--- config.mk ---
export PLATFORM = sky130hd
export DESIGN_NAME = stag_doublet_coinc
export DESIGN_NICKNAME = d
export VERILOG_FILES = /design/src/rtl/ldc_pkg.sv /design/src/rtl/ldc_mask.sv /design/src/rtl/ldc_pair.sv /design/src/rtl/ldc_edge.sv /design/src/rtl/stag_doublet_coinc.sv
export SDC_FILE = /design/constraint.sdc
export NUM_CORES = 1
export LEC_CHECK = 0
export BUFFER_PORTS_ARGS = -buffer_cell sky130_fd_sc_hd__buf_2
export CELL_PAD_IN_SITES_DETAIL_PLACEMENT = 0
export CELL_PAD_IN_SITES_GLOBAL_PLACEMENT = 1
export CORE_MARGIN = 5
export CORE_UTILIZATION = 29
export DETAILED_ROUTE_END_ITERATION = 10
export PLACE_DENSITY_LB_ADDON = 0.1
export SETUP_SLACK_MARGIN = 0.2
export SLEW_MARGIN = 20
export SYNTH_ARGS = -nofsm -noshare
export SYNTH_HDL_FRONTEND = slang
export SYNTH_SLANG_ARGS = --single-unit
--- constraint.sdc ---
create_clock -name clk -period 1.68 [get_ports clk]
set_clock_uncertainty 0.1 [all_clocks]
set_input_delay 0 -clock clk [delete_from_list [all_inputs] [get_ports clk]]
set_output_delay 0 -clock clk [all_outputs]
set_load 0.01 [all_outputs]
--- src/rtl/ldc_pkg.sv ---
package ldc_pkg;
    typedef enum logic {
        MODE_RELAXED = 1'b0,
        MODE_STRICT  = 1'b1
    } ldc_mode_e;
endpackage

--- src/rtl/ldc_mask.sv ---
module ldc_mask #(
    parameter int NCELL = 16
) (
    input  logic [NCELL-1:0] raw_i,
    input  logic [NCELL-1:0] msk_i,
    output logic [NCELL-1:0] clean_o
);
    // One gate per channel: a set mask bit silences the channel
    for (genvar c = 0; c < NCELL; c++) begin : g_ch
        assign clean_o[c] = raw_i[c] & ~msk_i[c];
    end
endmodule

--- src/rtl/ldc_pair.sv ---
module ldc_pair #(
    parameter int NCELL = 16
) (
    input  logic [NCELL-1:0] a_i,
    input  logic [NCELL-1:0] b_i,
    output logic [NCELL-1:0] dbl_o,
    output logic [NCELL-1:0] a_only_o,
    output logic [NCELL-1:0] b_only_o
);
    // Classify each staggered pair: both, A alone, B alone
    for (genvar c = 0; c < NCELL; c++) begin : g_pair
        assign dbl_o[c]    = a_i[c] & b_i[c];
        assign a_only_o[c] = a_i[c] & ~b_i[c];
        assign b_only_o[c] = b_i[c] & ~a_i[c];
    end
endmodule

--- src/rtl/ldc_edge.sv ---
module ldc_edge #(
    parameter int NCELL = 16,
    localparam int OW   = 2 * NCELL + 1
) (
    input  logic [NCELL-1:0] dbl_i,
    input  logic [NCELL-1:0] a_only_i,
    input  logic [NCELL-1:0] b_only_i,
    input  ldc_pkg::ldc_mode_e mode_i,
    output logic [OW-1:0]    pos_o
);
    logic relaxed;
    assign relaxed = (mode_i == ldc_pkg::MODE_RELAXED);

    // Odd slots: overlap centres of each pair
    for (genvar c = 0; c < NCELL; c++) begin : g_ctr
        assign pos_o[2*c+1] = dbl_i[c];
    end

    // Even slots: edge regions between pairs
    for (genvar e = 0; e <= NCELL; e++) begin : g_edge
        logic from_a, from_b, near_ctr;
        if (e == 0) begin : g_lo
            assign from_a   = a_only_i[0];
            assign from_b   = 1'b0;
            assign near_ctr = dbl_i[0];
        end else if (e == NCELL) begin : g_hi
            assign from_a   = 1'b0;
            assign from_b   = b_only_i[NCELL-1];
            assign near_ctr = dbl_i[NCELL-1];
        end else begin : g_mid
            assign from_a   = a_only_i[e];
            assign from_b   = b_only_i[e-1];
            assign near_ctr = dbl_i[e] | dbl_i[e-1];
        end
        assign pos_o[2*e] = relaxed & (from_a | from_b) & ~near_ctr;
    end
endmodule

--- src/rtl/stag_doublet_coinc.sv ---
module stag_doublet_coinc #(
    parameter int NCELL = 16,
    localparam int OW   = 2 * NCELL + 1
) (
    input  logic             clk,
    input  logic             rst_n,
    input  logic [NCELL-1:0] plane_a_i,
    input  logic [NCELL-1:0] plane_b_i,
    input  logic [NCELL-1:0] msk_a_i,
    input  logic [NCELL-1:0] msk_b_i,
    input  logic             strict_i,
    output logic [OW-1:0]    hit_o
);
    import ldc_pkg::*;

    function automatic logic [OW-1:0] even_sel();
        logic [OW-1:0] m;
        m = '0;
        for (int k = 0; k < OW; k += 2) m[k] = 1'b1;
        return m;
    endfunction
    localparam logic [OW-1:0] EVEN_M = even_sel();

    logic [NCELL-1:0] a_cln, b_cln, dbl, a_only, b_only;
    logic [OW-1:0]    pos_d, hit_q;
    ldc_mode_e        mode;

    assign mode = ldc_mode_e'(strict_i);

    ldc_mask #(.NCELL(NCELL)) mask_a_i (.raw_i(plane_a_i), .msk_i(msk_a_i), .clean_o(a_cln));
    ldc_mask #(.NCELL(NCELL)) mask_b_i (.raw_i(plane_b_i), .msk_i(msk_b_i), .clean_o(b_cln));

    ldc_pair #(.NCELL(NCELL)) pair_i (
        .a_i(a_cln), .b_i(b_cln),
        .dbl_o(dbl), .a_only_o(a_only), .b_only_o(b_only)
    );

    ldc_edge #(.NCELL(NCELL)) edge_i (
        .dbl_i(dbl), .a_only_i(a_only), .b_only_i(b_only),
        .mode_i(mode), .pos_o(pos_d)
    );

    // Output register, one clock of latency
    always_ff @(posedge clk) begin
        if (!rst_n) hit_q <= '0;
        else        hit_q <= pos_d;
    end

    assign hit_o = hit_q;

    AST_NO_ADJ_EDGE: assert property (@(posedge clk) disable iff (!rst_n)
        ((hit_q & EVEN_M & ((hit_q << 1) | (hit_q >> 1))) == '0));
    AST_STRICT_NO_EDGE: assert property (@(posedge clk) disable iff (!rst_n)
        strict_i |=> ((hit_o & EVEN_M) == '0));
    AST_ZERO_IN_ZERO_OUT: assert property (@(posedge clk) disable iff (!rst_n)
        (plane_a_i == '0 && plane_b_i == '0) |=> (hit_o == '0));
    AST_MASKED_SILENT: assert property (@(posedge clk) disable iff (!rst_n)
        ((plane_a_i & ~msk_a_i) == '0 && (plane_b_i & ~msk_b_i) == '0) |=> (hit_o == '0));
endmodule

==> results.json, run 1 <==
{
  "p_per_area_mw_per_mm2": 635,
  "wl_per_cell_um": 12.6,
  "tightest_slew_ps": 308,
  "hp-class": "in -> reg",
  "io_pins": 100,
  "grt_max_degree": 15,
  "p_seq_share_pct": 47.7,
  "io_buffers": 99,
  "ys_seq_area_share_pct": 50.6,
  "synthDistinctLibCells": 27,
  "syn_avg_cell_area_um2": 9.96,
  "combPwrFrac_pct": 21.1,
  "diodes": 0,
  "drc": 0,
  "p_clk_share_pct": 31.2,
  "fin_nets": 375,
  "cp_max_fo": 3,
  "grt_pass1_vias": 1647,
  "final_common_cell": "buf_2",
  "setup_violations": 0,
  "drt-pass1-iter-count": 4,
  "slowest_delay_ps": 550,
  "grt_overflow": 0,
  "antenna_found_initial": 0,
  "hold_viol": 0,
  "synth_area_mm2": 0.00131,
  "yosys_warnings": 0,
  "drive_above_1_share_pct": 38.8,
  "netlist.area_leader.share_pct": 50.6,
  "period_share_pct": 86.5,
  "post-route-util_pct": 61.4,
  "fmax_ghz": 0.688,
  "mostFrequentLayoutCells": "99 x buf_2, 71 x dlygate4sd3_1, 33 x dfxtp_1",
  "criticalPathCategory": "in -> reg",
  "cp-end-kind": "flop",
  "core_mm2": 0.00435,
  "rows": 24,
  "detail-route-antenna-nets": 0,
  "die_height_um": 77.1,
  "p_sw_w": 0.000395,
  "path_cells": "dlygate4sd3_1, buf_2, nor2b_1, and3_1, dlygate4sd3_1",
  "cts_made_buffers": 5,
  "postCtsSetupRepairBufs": 0,
  "grtUsageTotal_pct": 15.6,
  "cts_tree": "built",
  "dr.first_iter.drc_count": 33,
  "detailed_place_hpwl_um": 2890,
  "die_w_um": 77.1,
  "max_cap_viol_count": 0,
  "initial_utilization_pct": 30.0,
  "max-vdd-ir-drop_mv": 0.353,
  "p_sw_share_pct": 23.3,
  "path_delay_family": "buffers and inverters",
  "yosys_register_bits": 33,
  "timing.setup.tns_ps": 0,
  "rsz0062_at_grt": "false",
  "place.gp.congestion": 0.697,
  "syn_nets": 198,
  "largest_register_ffs": 33,
  "clockBufferDepth": 2,
  "synth_area_leaders": "dfxtp_1 51%, nand2b_1 11%, nor2_1 5.5%",
  "syn_to_final_growth_pct": 105,
  "intPower_w": 0.00130,
  "cts.sinks": 33,
  "cpMostUsedCell": "dlygate4sd3_1",
  "status": "finished, final reports clean",
  "min_period_ps": 1450,
  "max-slew-margin-rel_pct": 79.4,
  "cpMaxStageDelayCell": "dlygate4sd3_1",
  "grt_first_pass_wirelength_um": 7510,
  "critPathLaunchType": "primary input",
  "worst-path-buf-inv": 3,
  "cp.arrival_ps": 1570,
  "fp.dieArea_mm2": 0.00594,
  "vias": 1565,
  "cts_htree_levels": 2,
  "clk_pin_slew_ps": 60,
  "slew_viol_final": 0,
  "fillers": 400,
  "cts_root_buf": "clkbuf_8",
  "wirelength_um": 4520,
  "required_ps": 1800,
  "syn_inst": 131,
  "netlist.top_cell.by_area": "dfxtp_1",
  "p_leak_nw": 1.28,
  "viasPerCell": 4.36
}
## logic make-up (layout without fill, tap and decap cells)
logic type             after synthesis  after routing  share of synthesized area, %
AOI/OAI and AO/OA                   11             11                          8.53
DFF                                 33             33                          50.6
and+or+nand+nor                     77             77                          35.0
buffers and inverters                4            180                          1.25
muxes                                6              6                          4.60
## power by group through the flow
stage	clock network, W	registers, W	logic [W]
after floorplan	0	0.000841	0.0000958
after global placement	0	0.000828	0.000225
after detailed placement	0	0.000828	0.000228
after CTS	0.000561	0.000810	0.000348
after global routing	0.000593	0.000812	0.000393
final	0.000529	0.000811	0.000358
## metrics by stage
step | hold slack [ps] | total power, W | cells | setup slack, ps | area [um^2]
global placement | 181 | 0.00105 | 281 | 813 | 1860
floorplan | 21.7 | 0.000936 | 131 | 926 | 1310
CTS | 2.93 | 0.00172 | 358 | 209 | 2650
finish | 21.3 | 0.00170 | 359 | 227 | 2670
global route | 17.3 | 0.00180 | 359 | 201 | 2670
detailed placement | 185 | 0.00106 | 281 | 790 | 1860
## cells in the mapped netlist
cell type  instances
nor3_1            10
and2_1             1
nor2_1            19
nor2b_1            6
and2b_2            1
o21ai_1            1
nand2b_1          22
a21oi_2            1
nand2_1            7
a211oi_1           1
a2111oi_2          1
nand2b_4           1
nor2b_4            1
a2111oi_1          1
mux2i_1            6
and3_1             1
inv_2              1
or3b_1             1
inv_1              2
a21o_1             1
nor3b_2            1
a22oi_1            1
nor3b_1            1
nand4bb_1          5
a211oi_2           4
buf_2              1
dfxtp_1           33
## what timing repair did
action,CTS,global route
gates resized for setup,0,4
hold buffers,71,2
endpoints found under the hold margin,33,2
endpoints found under the setup margin,0,5
## final timing paths
kind                         from         to  slack [ps]  depth (start not counted)
worst max-delay path   msk_b_i[2]   hit_o[5]         230                          5
worst min-delay path  msk_b_i[15]  hit_o[30]          20                          4
## cell type report
| type | instances | area (um^2) | area share (%) |
|---|---|---|---|
| tap | 52 | 65.1 | 2.43 |
| multi-input combinational | 94 | 643 | 24.1 |
| sequential | 33 | 661 | 24.7 |
| clock buffer | 5 | 68.8 | 2.57 |
| clock inverter | 1 | 5.00 | 0.187 |
| inverter | 3 | 11.3 | 0.421 |
| timing repair buffer | 171 | 1220 | 45.6 |
## per-layer routing
metal / track usage, % / vias to the layer above / wire length (um) / share of wire [%]
met5: 0 / - / 0 / 0
met4: 4.64 / 0 / 48 / 1.1
met3: 7.61 / 6 / 477 / 11
met2: 26.6 / 62 / 2220 / 49
met1: 17.1 / 698 / 1770 / 39
li1: - / 799 / - / -
Power figures use the tool's default switching activity.
==> run 2, diff against run 1 <==
Settings changed: HOLD_SLACK_MARGIN set to 0.12, SLEW_MARGIN 20 to 0.
==> run 2 against run 1 <==
Global-route usage is 0.34 points higher. Die area stayed put. Design area is 2.1% higher. Clock power is 0.9% higher. Setup slack worse by 21 ps. Critical path depth is 1 higher. Sequential share of layout area is 0.50 points lower. Maximum frequency is 1.4% lower.
==> results.json, run 2 (synthesis results as in run 1) <==
{
  "clk_pin_slew_ps": 70,
  "hold_viol": 0,
  "max_cap_viol_count": 0,
  "io_pins": 100,
  "cts_made_buffers": 5,
  "grtUsageTotal_pct": 16.0,
  "place.gp.congestion": 0.697,
  "worst-path-buf-inv": 3,
  "grt_overflow": 0,
  "hp-class": "in -> reg",
  "timing.setup.tns_ps": 0,
  "cts_tree": "built",
  "final_area_mm2": 0.00273,
  "viasPerCell": 4.34,
  "min_period_ps": 1470,
  "grt_max_degree": 15,
  "placed_cell_area_mm2": 0.00186,
  "final_common_cell": "buf_2",
  "rsz0062_at_grt": "true",
  "core_mm2": 0.00435,
  "max-slew-margin-rel_pct": 80.3,
  "max-vdd-ir-drop_mv": 0.358,
  "dr.first_iter.drc_count": 40,
  "cpMaxStageDelayCell": "dlygate4sd3_1",
  "grt_pass1_vias": 1691,
  "mostFrequentLayoutCells": "99 x buf_2, 78 x dlygate4sd3_1, 33 x dfxtp_1",
  "postCtsSetupRepairBufs": 0,
  "cts_htree_levels": 2,
  "p_per_area_mw_per_mm2": 631,
  "period_share_pct": 87.7,
  "p_leak_nw": 1.31,
  "whs_ps": 437,
  "cpMostUsedCell": "dlygate4sd3_1",
  "drt-pass1-iter-count": 4,
  "fp.dieArea_mm2": 0.00594,
  "required_ps": 1750,
  "criticalPathCategory": "in -> reg",
  "post-route-util_pct": 62.6,
  "cp.arrival_ps": 1540,
  "cts_root_buf": "clkbuf_8",
  "path_cells": "dlygate4sd3_1, buf_2, nor2b_1, dlygate4sd3_1, mux2i_1, nor2_1",
  "fin_nets": 381,
  "grt_first_pass_wirelength_um": 7620,
  "cts.sinks": 33,
  "status": "finished, final reports clean",
  "detailed_place_hpwl_um": 2890,
  "vias": 1585,
  "fmax_ghz": 0.679,
  "die_w_um": 77.1,
  "io_buffers": 99,
  "path_delay_family": "buffers and inverters",
  "tightest_slew_ps": 295,
  "largest_register_ffs": 33,
  "power_w": 0.00172,
  "antenna_found_initial": 0,
  "drc": 0,
  "wirelength_um": 4760,
  "die_height_um": 77.1,
  "syn_to_final_growth_pct": 109,
  "cp-end-kind": "flop",
  "clockBufferDepth": 2,
  "drive_above_1_share_pct": 38.0,
  "critPathLaunchType": "primary input",
  "slowest_delay_ps": 550,
  "rows": 24,
  "initial_utilization_pct": 30.0,
  "diodes": 0,
  "detail-route-antenna-nets": 0,
  "cp_max_fo": 2,
  "slew_viol_final": 0,
  "wl_per_cell_um": 13.1,
  "setup_violations": 0
}
## run 2: through the flow
stage / instances / setup slack, ps
6_report: 365 / 207
5_1_grt: 365 / 188
4_1_cts: 365 / 202
3_5_place_dp: 281 / 790
3_3_place_gp: 281 / 813
2_1_floorplan: 131 / 926
## run 2: power by group
part	total, W	internal [W]	leakage [nW]	switching [W]
logic	0.000376	0.000238	1.01	0.000138
clock network	0.000534	0.000272	0.0399	0.000262
registers	0.000811	0.000805	0.268	0.00000538
total	0.00172	0.00132	1.31	0.000405
## run 2: worst paths after layout
check | from | end | slack (ps) | cells past startpoint
worst max-delay path | plane_b_i[12] | hit_o[26] | 210 | 6
worst min-delay path | plane_b_i[6] | hit_o[13] | 440 | 4
## run 2: repair_timing
action                                  in CTS  in global routing
endpoints found under the hold margin       33                 20
gates resized for setup                      0                  3
hold buffers                                78                 12
endpoints found under the setup margin       0                 14
## run 2: cell type report
| cell class | instances | area (um^2) |
|---|---|---|
| clock buffers | 5 | 68.8 |
| clock inverters | 1 | 5.00 |
| fillers | 382 | 1630 |
| inverters | 3 | 11.3 |
| multi-input cells | 94 | 641 |
| flip-flops and latches | 33 | 661 |
| well taps | 52 | 65.1 |
| repair buffers | 177 | 1280 |
## run 2: per-layer routing
layer | track usage, % | vias up | wire (um)
met2 | 28.0 | 66 | 2410
met4 | 5.67 | 0 | 93
met5 | 0 | - | 0
met3 | 7.26 | 9 | 469
li1 | - | 806 | -
met1 | 16.7 | 704 | 1790
